**config.mk**
```make
export PLATFORM = sky130hd
export DESIGN_NAME = gpio_pin_resolver
export DESIGN_NICKNAME = d
export VERILOG_FILES = /design/src/rtl/gpio_res_pkg.sv /design/src/rtl/gpio_drive_gate.sv /design/src/rtl/gpio_conn_update.sv /design/src/rtl/gpio_level_eval.sv /design/src/rtl/gpio_pin_resolver.sv
export SDC_FILE = /design/constraint.sdc
export NUM_CORES = 1
export LEC_CHECK = 0
export BUFFER_PORTS_ARGS = -buffer_cell sky130_fd_sc_hd__buf_2
export CORE_AREA = 3 3 112 114
export CTS_CLUSTER_DIAMETER = 150
export CTS_CLUSTER_SIZE = 30
export DETAILED_ROUTE_END_ITERATION = 16
export DIE_AREA = 0 0 115 117
export GPL_TIMING_DRIVEN = 0
export HOLD_SLACK_MARGIN = 0.08
export PLACE_DENSITY_LB_ADDON = 0.15
export SYNTH_ARGS = -nofsm -noshare
export SYNTH_HDL_FRONTEND = slang
export SYNTH_HIERARCHICAL = 1
export SYNTH_SLANG_ARGS = --single-unit
```
**constraint.sdc**
```tcl
create_clock -name clk -period 2.7 [get_ports clk]
set_input_delay 0.405 -clock clk [delete_from_list [all_inputs] [get_ports clk]]
set_output_delay 0.405 -clock clk [all_outputs]
set_load 0.05 [all_outputs]
```
**src/rtl/gpio_res_pkg.sv**
```systemverilog
package gpio_res_pkg;

    typedef enum logic [1:0] {
        MD_IN  = 2'b00,
        MD_OUT = 2'b01,
        MD_ALT = 2'b10,
        MD_ANA = 2'b11
    } pin_mode_e;

    typedef enum logic [1:0] {
        PL_NONE = 2'b00,
        PL_UP   = 2'b01,
        PL_DOWN = 2'b10,
        PL_RSV  = 2'b11
    } pin_pull_e;

    typedef struct packed {
        logic det;
        logic val;
    } pin_res_t;

    // Resolve one pin; det=0 means the previous sensed bit is kept.
    function automatic pin_res_t resolve_pin(
        input logic [1:0] mode,
        input logic       odrain,
        input logic [1:0] pull,
        input logic       odata,
        input logic       conn,
        input logic       lvl
    );
        pin_res_t r;
        r.det = 1'b0;
        r.val = 1'b0;
        if (mode == MD_OUT) begin
            if (!odrain) begin
                r.det = 1'b1;
                r.val = odata;
            end else if (!odata) begin
                r.det = 1'b1;
                r.val = 1'b0;
            end else if (!conn && pull == PL_UP) begin
                r.det = 1'b1;
                r.val = 1'b1;
            end else if (!conn && pull == PL_DOWN) begin
                r.det = 1'b1;
                r.val = 1'b0;
            end else if (conn && !lvl) begin
                r.det = 1'b1;
                r.val = 1'b0;
            end
        end else if (conn) begin
            r.det = 1'b1;
            r.val = lvl;
        end else if (pull == PL_UP) begin
            r.det = 1'b1;
            r.val = 1'b1;
        end else if (pull == PL_DOWN) begin
            r.det = 1'b1;
            r.val = 1'b0;
        end
        return r;
    endfunction

endpackage

```
**src/rtl/gpio_drive_gate.sv**
```systemverilog
module gpio_drive_gate #(
    parameter int NPINS = 16
) (
    input  logic [2*NPINS-1:0] cfg_mode,
    input  logic [NPINS-1:0]   cfg_odrain,
    input  logic [NPINS-1:0]   ext_drive,
    input  logic [NPINS-1:0]   ext_level,
    output logic [NPINS-1:0]   accept,
    output logic [NPINS-1:0]   reject
);
    import gpio_res_pkg::*;

    for (genvar i = 0; i < NPINS; i++) begin : g_pin
        logic is_out;
        logic allowed;
        assign is_out  = (cfg_mode[2*i +: 2] == MD_OUT);
        assign allowed = !is_out || (cfg_odrain[i] && !ext_level[i]);
        assign accept[i] = ext_drive[i] && allowed;
        assign reject[i] = ext_drive[i] && !allowed;
    end

endmodule

```
**src/rtl/gpio_conn_update.sv**
```systemverilog
module gpio_conn_update #(
    parameter int NPINS = 16
) (
    input  logic [2*NPINS-1:0] cfg_mode,
    input  logic [NPINS-1:0]   cfg_odrain,
    input  logic               cfg_update,
    input  logic [NPINS-1:0]   conn_q,
    input  logic [NPINS-1:0]   lvl_q,
    input  logic [NPINS-1:0]   accept,
    input  logic [NPINS-1:0]   ext_level,
    input  logic [NPINS-1:0]   ext_release,
    output logic [NPINS-1:0]   conn_d,
    output logic [NPINS-1:0]   lvl_d
);
    import gpio_res_pkg::*;

    for (genvar i = 0; i < NPINS; i++) begin : g_pin
        always_comb begin
            logic c;
            logic l;
            c = conn_q[i];
            l = lvl_q[i];
            if (ext_release[i]) begin
                c = 1'b0;
            end
            // an accepted drive overrides a release in the same cycle
            if (accept[i]) begin
                c = 1'b1;
                l = ext_level[i];
            end
            if (cfg_update && c && cfg_mode[2*i +: 2] == MD_OUT
                && (!cfg_odrain[i] || l)) begin
                c = 1'b0;
            end
            conn_d[i] = c;
            lvl_d[i]  = l;
        end
    end

endmodule

```
**src/rtl/gpio_level_eval.sv**
```systemverilog
module gpio_level_eval #(
    parameter int NPINS = 16
) (
    input  logic [2*NPINS-1:0] cfg_mode,
    input  logic [NPINS-1:0]   cfg_odrain,
    input  logic [2*NPINS-1:0] cfg_pull,
    input  logic [NPINS-1:0]   out_data,
    input  logic [NPINS-1:0]   conn_q,
    input  logic [NPINS-1:0]   lvl_q,
    output logic [NPINS-1:0]   det,
    output logic [NPINS-1:0]   val
);
    import gpio_res_pkg::*;

    for (genvar i = 0; i < NPINS; i++) begin : g_pin
        pin_res_t r;
        assign r = resolve_pin(cfg_mode[2*i +: 2], cfg_odrain[i],
                               cfg_pull[2*i +: 2], out_data[i],
                               conn_q[i], lvl_q[i]);
        assign det[i] = r.det;
        assign val[i] = r.val;
    end

endmodule

```
**src/rtl/gpio_pin_resolver.sv**
```systemverilog
module gpio_pin_resolver #(
    parameter int NPINS = 16
) (
    input  logic               clk,
    input  logic               rst_n,
    input  logic [2*NPINS-1:0] cfg_mode,
    input  logic [NPINS-1:0]   cfg_odrain,
    input  logic [2*NPINS-1:0] cfg_pull,
    input  logic [NPINS-1:0]   out_data,
    input  logic               cfg_update,
    input  logic [NPINS-1:0]   ext_drive,
    input  logic [NPINS-1:0]   ext_level,
    input  logic [NPINS-1:0]   ext_release,
    output logic [NPINS-1:0]   sensed,
    output logic [NPINS-1:0]   pin_line,
    output logic [NPINS-1:0]   drive_err
);
    localparam int W = NPINS;

    typedef struct packed {
        logic [W-1:0] conn;
        logic [W-1:0] lvl;
        logic         pend;
        logic [W-1:0] sensed;
        logic [W-1:0] line;
        logic [W-1:0] err;
    } state_t;

    state_t st_d, st_q;

    logic [W-1:0] accept, reject;
    logic [W-1:0] conn_n, lvl_n;
    logic [W-1:0] res_det, res_val;

    gpio_drive_gate #(.NPINS(W)) u_gate (
        .cfg_mode   (cfg_mode),
        .cfg_odrain (cfg_odrain),
        .ext_drive  (ext_drive),
        .ext_level  (ext_level),
        .accept     (accept),
        .reject     (reject)
    );

    gpio_conn_update #(.NPINS(W)) u_conn (
        .cfg_mode    (cfg_mode),
        .cfg_odrain  (cfg_odrain),
        .cfg_update  (cfg_update),
        .conn_q      (st_q.conn),
        .lvl_q       (st_q.lvl),
        .accept      (accept),
        .ext_level   (ext_level),
        .ext_release (ext_release),
        .conn_d      (conn_n),
        .lvl_d       (lvl_n)
    );

    gpio_level_eval #(.NPINS(W)) u_eval (
        .cfg_mode   (cfg_mode),
        .cfg_odrain (cfg_odrain),
        .cfg_pull   (cfg_pull),
        .out_data   (out_data),
        .conn_q     (st_q.conn),
        .lvl_q      (st_q.lvl),
        .det        (res_det),
        .val        (res_val)
    );

    always_comb begin
        st_d      = st_q;
        st_d.conn = conn_n;
        st_d.lvl  = lvl_n;
        st_d.err  = reject;
        st_d.pend = cfg_update || (|ext_drive) || (|ext_release);
        if (st_q.pend) begin
            st_d.sensed = (st_q.sensed & ~res_det) | (res_val & res_det);
            for (int i = 0; i < W; i++) begin
                if (res_det[i]) begin
                    if (res_val[i] && !st_q.sensed[i]) begin
                        st_d.line[i] = 1'b1;
                    end else if (!res_val[i] && st_q.sensed[i]) begin
                        st_d.line[i] = 1'b0;
                    end
                end
            end
        end
    end

    always_ff @(posedge clk or negedge rst_n) begin
        if (!rst_n) begin
            st_q        <= '0;
            st_q.pend   <= 1'b1;
        end else begin
            st_q <= st_d;
        end
    end

    assign sensed    = st_q.sensed;
    assign pin_line  = st_q.line;
    assign drive_err = st_q.err;

endmodule

```
; Word-level counts from Yosys, hierarchy flattened
; Index checks and enable logic that the tools add are counted.
[totals]
input_bits = 147
wordCells = 685
ff_bits = 81
[op_classes]
bitwise_logic = 4
mux = 240
eq_ne = 48
reduce_logical = 372
[op_table]
columns = op, count
row1 = $mux W2, 144
row2 = $logic_and A1 B1 Y1, 176
row3 = $logic_not A1 Y1, 128
row4 = $mux W1, 96
row5 = $eq A2 B1 Y1 const B, 32
row6 = $reduce_and A3 Y1, 16
row7 = $logic_or A1 B1 Y1, 34
row8 = $and A16 B16 Y16, 2
row9 = $eq A2 B2 Y1 const B, 16
row10 = $reduce_bool A2 Y1, 16
row11 = $reduce_or A16 Y1, 2
row12 = $not A16 Y16, 1
row13 = $or A16 B16 Y16, 1

; Logic depth before layout (Yosys ltp)
; Gate-level depths: netlist of run 1.
[logic_depth]
word_depth = 12
depth_mapped = 8
mapped_depth_nobuf = 8

; Cells and area by module
; The synthesis of run 1 kept the hierarchy.
[by_module_without_submodules]
columns = module, cells_each, area_per_inst_um2, n_inst
row1 = gpio_pin_resolver, 239, 3230.6, 1
row2 = gpio_level_eval, 255, 1769.2, 1
row3 = gpio_conn_update, 130, 1002.2, 1
row4 = gpio_drive_gate, 80, 580.6, 1

; Least setup slack after synthesis of run 1
; No wires, ideal clock.
[synth_timing]
kind = input port to flip-flop
startpoint = input port cfg_pull[1]
endpoint = register st_q (netlist bit pin_line[0])
arrival_ps = 1663
cell_stages = 8
n_path_buf = 0
slack_ps = 913
t_required_ps = 2575
path_cell_list = inv_1 > ha_1 > nor2b_1 > o21ai_0 > o21ai_1 > ha_1 > nor2_1 > mux2_2
[synth_via]
elab_chain_len = 11
elab_cells_between_ends = 18
[synth_lines]
columns = element, line
row1 = from (decl), gpio_pin_resolver.sv:8  ; input logic [2*NPINS-1:0] cfg_pull,
row2 = $eq A2 B2 Y1, gpio_res_pkg.sv:44  ; end else if (!conn && pull == PL_DOWN) begin
row3 = $logic_and A1 B1 Y1, gpio_res_pkg.sv:44
row4 = $mux W2, gpio_res_pkg.sv:44
row5 = $mux W2, gpio_res_pkg.sv:41  ; end else if (!conn && pull == PL_UP) begin
row6 = $mux W2, gpio_res_pkg.sv:38  ; end else if (!odata) begin
row7 = $mux W2, gpio_res_pkg.sv:35  ; if (!odrain) begin
row8 = $mux W2 *, gpio_res_pkg.sv:34  ; if (mode == MD_OUT) begin
row9 = named net res_val[0], gpio_pin_resolver.sv:33  ; logic [W-1:0] res_det, res_val;
row10 = $logic_not A1 Y1, gpio_pin_resolver.sv:80  ; end else if (!res_val[i] && st_q.sensed[i]) begin
row11 = $logic_and A1 B1 Y1, gpio_pin_resolver.sv:80
row12 = $reduce_bool A2 Y1 (no source line), -
row13 = $reduce_and A3 Y1 (no source line), -
row14 = to (signal assigned), gpio_pin_resolver.sv:93  ; st_q <= st_d;
row15 = to (decl), gpio_pin_resolver.sv:29  ; state_t st_d, st_q;
; The timed path passes the listed nets; every way through them passes the cells marked *.
; A chain may end at the register's enable or synchronous reset.

; Final worst setup path of run 1
[layout_timing]
startpoint = register st_q[67] (netlist bit)
endpoint = register st_q (netlist bit pin_line[2])
[layout_via]
elab_chain_len = 11
elab_cells_between_ends = 17
[layout_lines]
columns = element, line
row1 = $logic_not A1 Y1, "gpio_res_pkg.sv:41, gpio_res_pkg.sv:44"
row2 = $logic_and A1 B1 Y1, gpio_res_pkg.sv:44
row3 = $mux W2, gpio_res_pkg.sv:44
row4 = $mux W2, gpio_res_pkg.sv:41
row5 = $mux W2, gpio_res_pkg.sv:38
row6 = $mux W2, gpio_res_pkg.sv:35
row7 = $mux W2 *, gpio_res_pkg.sv:34
row8 = named net res_val[2], gpio_pin_resolver.sv:33
row9 = $logic_not A1 Y1, gpio_pin_resolver.sv:80
row10 = $logic_and A1 B1 Y1, gpio_pin_resolver.sv:80
row11 = $reduce_bool A2 Y1 (no source line), -
row12 = $reduce_and A3 Y1 (no source line), -
; Marks and branches as above.

==> impl_metrics.csv, run 1 <==
group,metric,value,unit
timing,setup_viol,0,
layout,layout_common_cells,"buf_2 (193), buf_4 (81), inv_1 (80), dfrtp_1 (80), nand2_1 (70)",
layout,final_design_area_no_fill,8070,um^2
yosys,synth_top_family_by_area,"simple AND/OR/NAND/NOR gates",
worst_setup_path,worst_path_largest_cell_delay,460,ps
worst_hold_path,timing.hold.worst.class,"in -> reg",
worst_setup_path,critical_path_class,"reg -> reg",
yosys,postSynthRegisterBits,81,
layout,final_core_util,70.0,%
worst_setup_path,crit-reg2reg-capture,"pin_line[2]",
floorplan,die_h,117,um
yosys,synthFlopType,"dfrtp_1",
worst_setup_path,cp.required,2920,ps
timing,fin_crit,1780,ps
floorplan,die_width,115,um
worst_hold_path,worst_hold_path.endpoint,"drive_err[4]",
worst_hold_path,holdCritStartpoint,"cfg_mode[8]",
worst_hold_path,hold-path-cell-count,2,
floorplan,ioPinCount,195,
run,maxCapViolations,0,
detailed_routing,vias_per_cell,5.33,
yosys,synth_compound_area_share,14.5,%
detailed_routing,drt_wl_total,15.7,mm
yosys,synth_simple_gate_area_share,22.8,%
layout,final_common_cell,"buf_2",
layout,nNetsFinal,1106,
placed_design,placement.cell_area,7760,um^2
cts,tritoncts.num_buffers,9,
cts,tritoncts,"done",
timing,worstMarginPinSlew,514,ps
pwr,power.ir.vdd_worst,0.512,mV
timing,timing.slew.headroom,65.4,%
worst_setup_path,critical-path-slowest-cell,"dfrtp_1",
detailed_routing,routed_wirelength_normalized_by_instance_count,14.8,um
grt,grt_usage,23.7,%
grt,first_global_vias,5634,
grt,grt_pass1_wl,25.4,mm
floorplan,die-area,13500,um^2
pwr,p_leak,4.27,nW
detailed_routing,dr_total_vias,5649,
floorplan,placementRows,39,
yosys,ys_async_sr_fraction,100,%
worst_setup_path,critPathCaptureType,"register",
yosys,synthesis.area_per_instance,9.35,um^2
cts,clock_tree.htree_level_count,3,
floorplan,initial_utilization,57.2,%
worst_setup_path,path_cells,"nor2b_1, o21ai_0, o21ai_1, ha_1, nor2_1, mux2_2",
timing,hold_viol,0,
yosys,netlist_instances,704,
timing,timing_max_transition_violations_final,0,
worst_setup_path,crit_family,"flip-flops",
cts,post_cts_resize_count,0,
worst_setup_path,crit_path_dat,2000,ps
timing,tns_setup,0,ps
placed_design,dpl.hpwl,12.9,mm
grt,globalRoute.totalOverflow,0,
grt,grt_max_degree,57,
worst_setup_path,worst_r2r_startpoint,"st_q[67]",
yosys,synth_adder_area_share,9.12,%
cts,clock_tree.root_cell,"clkbuf_16",
cts,cts_setup_buffers,0,
placed_design,routabilityCongestion,0.922,
yosys,yosys_warnings,6,
layout,layout-area-overhead-vs-synth,22.5,%
detailed_routing,drt_iter0_markers,299,
yosys,syn-num-nets,899,
yosys,synth-edff-count,0,
cts,clk_pin_slew,60,ps
cts,cts-root-to-sink-buffers,2,
worst_setup_path,path_buf_inv,0,
cts,cts_hold_buffers,1,
yosys,summed_instance_area_of_the_synthesized_netlist,6580,um^2
cts,clock_insertion_delay_worst_skew,340,ps
yosys,synth_mux_area_share,8.21,%
grt,initial_antenna_violation_count,1,
timing,max_freq,562,MHz
outcome,run_status,"complete, no violations",
timing,setup_clock_skew_after_layout,5.66,ps
placed_design,numPortBuffers,194,
worst_setup_path,crit_path_max_fanout,6,
detailed_routing,detail_route.first_pass.iterations,4,
timing,layout_worst_path_cycle_share,65.9,%
yosys,synth_cell_types,36,
yosys,sequential_area_share_after_synthesis,30.8,%
pwr,power_density,625,nW/um^2
floorplan,design.core.area,11500,um^2
layout,post_route_cells_drive_above_1_share,43.3,%
yosys,synth_xor_xnor_area_share,0,%
timing,grt_setup_unrepaired,"no",
detailed_routing,post-route-drc-count,0,
worst_setup_path,cp-start-kind,"register",
worst_setup_path,ff2ff_path_depth,6,
cts,cts_num_sinks,81,
worst_setup_path,r2r_setup_slack,920,ps
detailed_routing,drt.antenna.violating_nets,0,
## per-layer routing
layer / GRT usage (%) / vias up / routed length [um]
met4: 10.9 / 0 / 500
met2: 42.3 / 175 / 7810
met5: 0 / - / 0
li1: - / 2780 / -
met3: 4.99 / 33 / 1050
met1: 27.3 / 2661 / 6360
## worst max path at each step
stage	slack, ps	endpoint	depth (start not counted)	startpoint
after floorplan	910	pin_line[0]	8	cfg_pull[1]
after global placement	540	st_q[53]	1	rst_n
after detailed placement	650	pin_line[2]	8	cfg_pull[4]
after CTS	970	pin_line[0]	6	st_q[65]
after global routing	860	pin_line[2]	6	st_q[67]
final	920	pin_line[2]	6	st_q[67]
## where the power goes
group	internal, W	total, W	switching (W)
sequential	0.00146	0.00162	0.000169
clock	0.000739	0.00122	0.000478
combinational	0.000923	0.00220	0.00128
## area by class of cell
type	instances	area, um^2
clock inverters	3	40.0
inverters	80	300
repair buffers	196	1010
plain buffers	84	654
flip-flops and latches	81	2030
well taps	143	179
fillers	916	3450
multi-input cells	459	3600
diodes	1	2.50
clock buffers	13	250
## kinds of logic after synthesis
group | Yosys count
adder cells (fa/ha/maj) | 48
buffers and inverters | 164
flip-flops | 81
AND/OR/NAND/NOR | 237
multiplexers | 48
AO/OA/AOI/OAI | 126
## worst register-to-register path, cell delays in order (launching register included)
cell and delay, ps:
dfrtp_1 460, nor2b_1 100, o21ai_0 220, o21ai_1 140, ha_1 290, nor2_1 110, mux2_2 340
## cells in the mapped netlist (6+ instances only)
cell,count,area (um^2)
nor2_1,33,124
o32ai_1,6,52.6
nor2b_2,8,70.1
o311ai_1,8,70.1
nand2b_4,16,220
nand2_2,8,50.1
nor3b_1,15,113
o311ai_2,8,130
o21ai_1,15,75.1
nor2b_4,8,110
mux2_1,6,67.6
a31oi_1,16,100
inv_1,80,300
and4_1,16,140
nor4_1,6,37.5
mux2_2,42,473
buf_4,80,601
a21oi_1,31,155
ha_1,48,601
o211ai_1,16,120
o21ai_0,15,75.1
nor2b_1,47,294
nand2_1,70,263
dfrtp_1,80,2000
o32ai_2,10,163
## stage by stage
step / hold slack (ps) / instances / setup slack, ps / power [W]
global placement: 469 / 1041 / 537 / 0.00376
detailed placement: 358 / 1042 / 648 / 0.00386
floorplan: 109 / 704 / 913 / 0.00329
finish: 367 / 1060 / 921 / 0.00504
global route: 361 / 1060 / 859 / 0.00536
CTS: 355 / 1059 / 970 / 0.00510
(Power assumes the default switching activity.)
==> run 2: changes to the inputs <==
--- a/config.mk
+++ b/config.mk
@@ -6,11 +6,11 @@
 export NUM_CORES = 1
 export LEC_CHECK = 0
 export BUFFER_PORTS_ARGS = -buffer_cell sky130_fd_sc_hd__buf_2
-export CORE_AREA = 3 3 112 114
+export CORE_AREA = 3 3 122 124
 export CTS_CLUSTER_DIAMETER = 150
 export CTS_CLUSTER_SIZE = 30
 export DETAILED_ROUTE_END_ITERATION = 16
-export DIE_AREA = 0 0 115 117
+export DIE_AREA = 0 0 125 127
 export GPL_TIMING_DRIVEN = 0
 export HOLD_SLACK_MARGIN = 0.08
 export PLACE_DENSITY_LB_ADDON = 0.15
==> constraint.sdc (replaced) <==
create_clock -name clk -period 1.6 [get_ports clk]
set_input_delay 0.24 -clock clk [delete_from_list [all_inputs] [get_ports clk]]
set_output_delay 0.24 -clock clk [all_outputs]
set_load 0.05 [all_outputs]
==> run 2 against run 1 <==
Effect of this change: the run now ends with setup timing left; register-to-register slack worse by 950 ps; wire length increased by 2.3%; global-route usage fell by 4.1 points; clock skew about the same; core utilization is 7.9 points lower; clock-buffer cell count is 1 higher; hold slack worse by 170 ps; critical path depth did not move; combinational power increased by 88%; first-iteration DRC count down 24%; critical path type unchanged; largest power group unchanged.
==> impl_metrics.csv, run 2 (same netlist as run 1, synthesis figures left out) <==
group,metric,value,unit
outcome,run_status,"complete, but fails checks",
outcome,violated_checks,"setup timing",
layout,post_route_cells_drive_above_1_share,50.5,%
timing,tns_setup,-67.1,ps
cts,clock_tree.htree_level_count,3,
layout,layout.area.seq,2030,um^2
floorplan,ioPinCount,195,
pwr,power_density,1050,nW/um^2
worst_setup_path,crit_family,"flip-flops",
placed_design,dpl.hpwl,12.2,mm
floorplan,die-area,15900,um^2
placed_design,routabilityCongestion,0.816,
layout,layout_common_cells,"buf_2 (193), buf_4 (103), inv_1 (80)",
floorplan,die_h,127,um
timing,timing.slew.headroom,61.7,%
cts,tritoncts.num_buffers,9,
worst_setup_path,crit_path_dat,1850,ps
timing,finalWorstSetupSlack,-25.7,ps
layout,final_common_cell,"buf_2",
detailed_routing,drt.antenna.violating_nets,0,
timing,setup_viol,5,
worst_setup_path,timing.critical_path.depth,6,
floorplan,die_width,125,um
worst_setup_path,critical-path-slowest-cell,"dfrtp_1",
pwr,totalPowerFinal,0.00904,W
timing,hold_viol,0,
detailed_routing,drt_iter0_markers,227,
worst_setup_path,ff2ff_path_depth,6,
cts,clock_tree.root_cell,"clkbuf_16",
cts,tritoncts,"done",
layout,multi_input_area,3870,um^2
detailed_routing,dr_total_vias,5616,
grt,initial_antenna_violation_count,0,
worst_setup_path,path_cells,"buf_6, a21oi_2, o21ai_2, ha_1, nor2_1, mux2_1",
detailed_routing,drt_wl_total,16.1,mm
layout,layout-area-overhead-vs-synth,31.0,%
timing,layout_worst_path_cycle_share,102,%
timing,max_freq,615,MHz
grt,first_global_vias,5434,
layout,diodes,0,
grt,grt_usage,19.6,%
floorplan,initial_utilization,47.4,%
detailed_routing,detail_route.first_pass.iterations,4,
worst_setup_path,worst_path_largest_cell_delay,410,ps
layout,fillCellCount,1254,
pwr,power.ir.vdd_worst,0.662,mV
worst_setup_path,crit_path_max_fanout,3,
floorplan,design.core.area,13900,um^2
worst_hold_path,hold-path-cell-count,2,
layout,final_core_util,62.1,%
detailed_routing,vias_per_cell,5.00,
timing,worstMarginPinSlew,569,ps
worst_setup_path,critical_path_class,"reg -> reg",
worst_hold_path,timing.hold.worst.class,"in -> reg",
grt,grt_pass1_wl,25.3,mm
cts,clk_pin_slew,60,ps
placed_design,numPortBuffers,194,
pwr,p_leak,4.50,nW
timing,grt_setup_unrepaired,"yes",
timing,setup_clock_skew_after_layout,5.40,ps
cts,cts_num_sinks,81,
grt,globalRoute.totalOverflow,0,
cts,cts-root-to-sink-buffers,2,
detailed_routing,post-route-drc-count,0,
cts,clock_insertion_delay_worst_skew,340,ps
grt,grt_max_degree,60,
layout,nNetsFinal,1133,
worst_setup_path,cp.required,1820,ps
floorplan,placementRows,43,
worst_setup_path,cp-start-kind,"register",
worst_setup_path,path_buf_inv,1,
worst_setup_path,critPathCaptureType,"register",
timing,fin_crit,1630,ps
detailed_routing,routed_wirelength_normalized_by_instance_count,14.3,um
run,maxCapViolations,0,
timing,timing_max_transition_violations_final,0,
==> run 2: worst paths after layout <==
check / start / endpoint / slack, ps
max: st_q[70] / pin_line[5] / -30
max in group asynchronous: rst_n / st_q[48] / 580
max reg2reg: st_q[70] / pin_line[5] / -30
min in group asynchronous: rst_n / pin_line[12] / 350
min reg2reg: pin_line[6] / pin_line[6] / 490
min: cfg_mode[2] / drive_err[1] / 200
==> run 2: layer usage <==
metal  vias to the layer above  global-route usage, %  part of all wire, %
met5                         -                      0                    0
met4                         0                   5.36                  1.4
met3                        16                   5.73                  6.2
met2                       150                   33.5                   50
met1                      2637                   24.2                   43
li1                       2813                      -                    -
==> run 2: area by class of cell <==
| cell class | count | share of cell area, % |
|---|---|---|
| timing repair buffer | 223 | 14.3 |
| buffer | 84 | 7.59 |
| sequential | 81 | 23.6 |
| multi-input combinational | 459 | 44.9 |
| clock inverter | 2 | 0.406 |
| clock buffer | 14 | 3.18 |
| tap | 180 | 2.61 |
| inverter | 80 | 3.48 |
==> run 2: worst reg2reg max path, stage by stage, from the launching register on <==
cell	delay (ps)
dfrtp_1	410
buf_6	130
a21oi_2	130
o21ai_2	90
ha_1	290
nor2_1	120
mux2_1	330
==> run 2: where the power goes <==
group / total, W / leakage, nW / switching (W) / internal (W)
combinational: 0.00413 / 3.34 / 0.00229 / 0.00184
clock: 0.00216 / 0.153 / 0.000826 / 0.00134
sequential: 0.00275 / 1.01 / 0.000289 / 0.00246
==> run 2: what timing repair did <==
| action | CTS | global route |
|---|---|---|
| setup buffers | 22 | 5 |
| resized for setup | 9 | 76 |
| hold buffers | 1 | 0 |
| hold endpoints to repair | 22 | 0 |
| pin swaps | 15 | 45 |
| setup endpoints to repair | 15 | 19 |
==> run 2: stage by stage <==
stage / instances / cell area [um^2] / setup slack (ps) / hold slack (ps)
after global routing: 1123 / 8620 / -105 / 190
after global placement: 1078 / 7780 / -523 / 472
final: 1123 / 8620 / -25.7 / 201
after detailed placement: 1079 / 7810 / -228 / 179
after CTS: 1118 / 8320 / -44.4 / 180
after floorplan: 704 / 6580 / -6.44 / -55.6
==> run 3: changes to the inputs <==
--- a/config.mk
+++ b/config.mk
@@ -6,11 +6,11 @@
 export NUM_CORES = 1
 export LEC_CHECK = 0
 export BUFFER_PORTS_ARGS = -buffer_cell sky130_fd_sc_hd__buf_2
-export CORE_AREA = 3 3 122 124
+export CORE_AREA = 3 3 144 146
 export CTS_CLUSTER_DIAMETER = 150
 export CTS_CLUSTER_SIZE = 30
 export DETAILED_ROUTE_END_ITERATION = 16
-export DIE_AREA = 0 0 125 127
+export DIE_AREA = 0 0 147 149
 export GPL_TIMING_DRIVEN = 0
 export HOLD_SLACK_MARGIN = 0.08
 export PLACE_DENSITY_LB_ADDON = 0.15
==> run 3 against run 2 <==
Effect of this change: critical path depth stayed put; critical path type unchanged; via count is 0.98% lower; clock skew is 3.3 ps higher; the flow still finishes with violations (setup timing); final area is 1.7% higher.
==> impl_metrics.csv, run 3 (same netlist as run 1, synthesis figures left out) <==
group,metric,value,unit
outcome,run_status,"complete, but fails checks",
outcome,violated_checks,"setup timing",
detailed_routing,dr_total_vias,5561,
grt,global_route.usage.met3,3.68,%
timing,setup_clock_skew_after_layout,8.71,ps
cts,clock_tree.htree_level_count,3,
worst_setup_path,worst_r2r_startpoint,"st_q[69]",
detailed_routing,routed_wirelength_normalized_by_instance_count,13.8,um
timing,timing.slew.headroom,58.5,%
worst_hold_path,holdCritStartpoint,"cfg_mode[14]",
grt,grt_pass1_wl,26.3,mm
grt,first_global_vias,5422,
grt,grt_max_degree,44,
placed_design,numPortBuffers,194,
detailed_routing,detail_route.first_pass.iterations,4,
timing,hold_viol,0,
timing,worstMarginPinSlew,622,ps
grt,met1_usage,18.6,%
floorplan,design.core.area,19500,um^2
worst_hold_path,timing.hold.worst.class,"in -> reg",
pwr,internal-power,0.00570,W
cts,clk_pin_slew,70,ps
pwr,switching_power,0.00343,W
floorplan,placementRows,51,
floorplan,die-area,21900,um^2
floorplan,ioPinCount,195,
worst_setup_path,critical_path_class,"reg -> reg",
cts,tritoncts.num_buffers,9,
worst_setup_path,r2r_setup_slack,-5,ps
placed_design,routabilityCongestion,0.764,
pwr,switching_share,37.6,%
timing,layout_worst_path_cycle_share,100,%
timing,fin_crit,1610,ps
run,maxCapViolations,0,
layout,layout-area-overhead-vs-synth,33.3,%
pwr,power_density,1040,nW/um^2
layout,layout_common_cells,"buf_2 (193), buf_4 (102), inv_1 (80)",
cts,clock_insertion_delay_worst_skew,340,ps
worst_setup_path,crit-reg2reg-capture,"pin_line[4]",
worst_setup_path,path_cells,"nor2b_1, a21oi_1, o21ai_2, ha_1, nor2_1, mux2_1",
grt,layer_carrying_the_most_global_route_usage,"met2",
timing,setup_viol,1,
pwr,p_leak,4.51,nW
grt,initial_antenna_violation_count,3,
pwr,clock_power_share,25.1,%
worst_setup_path,cp-start-kind,"register",
worst_setup_path,crit_path_max_fanout,4,
grt,grt_usage,15.0,%
timing,max_freq,623,MHz
pwr,power.combinational.fraction,45.0,%
worst_setup_path,critPathCaptureType,"register",
layout,final_core_util,44.9,%
detailed_routing,drt_iter0_markers,133,
timing,grt_setup_unrepaired,"yes",
pwr,power.ir.vdd_worst,0.542,mV
cts,clock_tree.root_cell,"clkbuf_16",
worst_setup_path,cp.required,1820,ps
timing,timing_max_transition_violations_final,0,
pwr,p_seq_share,30.0,%
worst_hold_path,worst_hold_path.endpoint,"drive_err[7]",
cts,cts-root-to-sink-buffers,2,
grt,gr-usage-met2,25.4,%
detailed_routing,drt_wl_total,16.7,mm
worst_hold_path,hold-path-cell-count,2,
detailed_routing,vias_per_cell,4.59,
placed_design,dpl.hpwl,13.1,mm
cts,cts_num_sinks,81,
worst_setup_path,crit_path_dat,1830,ps
detailed_routing,drt.antenna.violating_nets,0,
layout,post_route_cells_drive_above_1_share,51.3,%
layout,final_common_cell,"buf_2",
worst_setup_path,ff2ff_path_depth,6,
floorplan,die_h,149,um
detailed_routing,post-route-drc-count,0,
worst_setup_path,critical-path-slowest-cell,"dfrtp_1",
timing,finalWorstSetupSlack,-5.47,ps
floorplan,die_width,147,um
timing,fin_worst_hold_slack,204,ps
layout,nNetsFinal,1133,
grt,globalRoute.totalOverflow,0,
worst_setup_path,worst_path_largest_cell_delay,400,ps
floorplan,initial_utilization,33.7,%
cts,tritoncts,"done",
-- run 3: cell types whose count changed in the layout (fill, tap and decap cells not counted), sizes merged --
cell,change
diode,+4
clkinvlp,+1
clkbuf,-2
bufinv,+1
-- run 3: metrics by stage --
step                instances  cell area, um^2  setup TNS (ps)  power, W  setup slack (ps)
floorplan                 704             6580           -6.44   0.00554             -6.44
global placement         1163             7890          -54820   0.00645              -653
detailed placement       1164             7920           -3230   0.00648              -234
CTS                      1207             8470            -156   0.00900             -41.4
global route             1211             8770            -717   0.00970             -72.5
finish                   1212             8770           -5.47   0.00913             -5.47
-- run 3: routing by layer --
metal / up-vias / share of wire (%)
li1: 2822 / -
met5: - / 0
met4: 0 / 1.6
met3: 14 / 5.5
met1: 2616 / 44
met2: 109 / 49
-- run 3: area by class of cell --
type	count	area [um^2]
Antenna cell	4	10.0
Fill cell	2018	10800
Timing Repair Buffer	223	1240
Multi-Input combinational cell	459	3880
Buffer	84	658
Tap cell	265	332
Sequential cell	81	2030
Clock buffer	12	246
Inverter	80	300
Clock inverter	4	76.3
-- run 3: power by group through the flow --
stage | clock network [W] | registers (W) | logic (W)
final | 0.00229 | 0.00274 | 0.00410
after CTS | 0.00239 | 0.00271 | 0.00390
after global routing | 0.00246 | 0.00280 | 0.00444
after floorplan | 0 | 0.00269 | 0.00285
after detailed placement | 0 | 0.00278 | 0.00370
after global placement | 0 | 0.00278 | 0.00367
-- run 3: worst max-delay path: cells and delay by family, from the launching register on --
kind / cells / cell delay (ps)
adders and majority gates: 1 / 250
AOI/OAI and AO/OA: 2 / 230
DFF: 1 / 400
and+or+nand+nor: 2 / 280
muxes: 1 / 330
-- run 3: worst max path at each step --
stage,start,cells past startpoint,endpoint,slack (ps)
after floorplan,cfg_pull[1],8,pin_line[0],-6
after global placement,rst_n,1,pin_line[8],-650
after detailed placement,cfg_pull[19],9,pin_line[9],-230
after CTS,st_q[74],6,pin_line[9],-40
after global routing,st_q[74],6,pin_line[9],-70
final,st_q[69],6,pin_line[4],-5
-- run 3: what timing repair did --
| item | 4_1_cts | 5_1_grt |
|---|---|---|
| setup endpoints to repair | 16 | 20 |
| hold endpoints to repair | 41 | 0 |
| gates cloned | 0 | 0 |
| setup buffers | 26 | 1 |
| pin swaps | 18 | 53 |
| resized for setup | 13 | 83 |
| hold buffers | 1 | 0 |
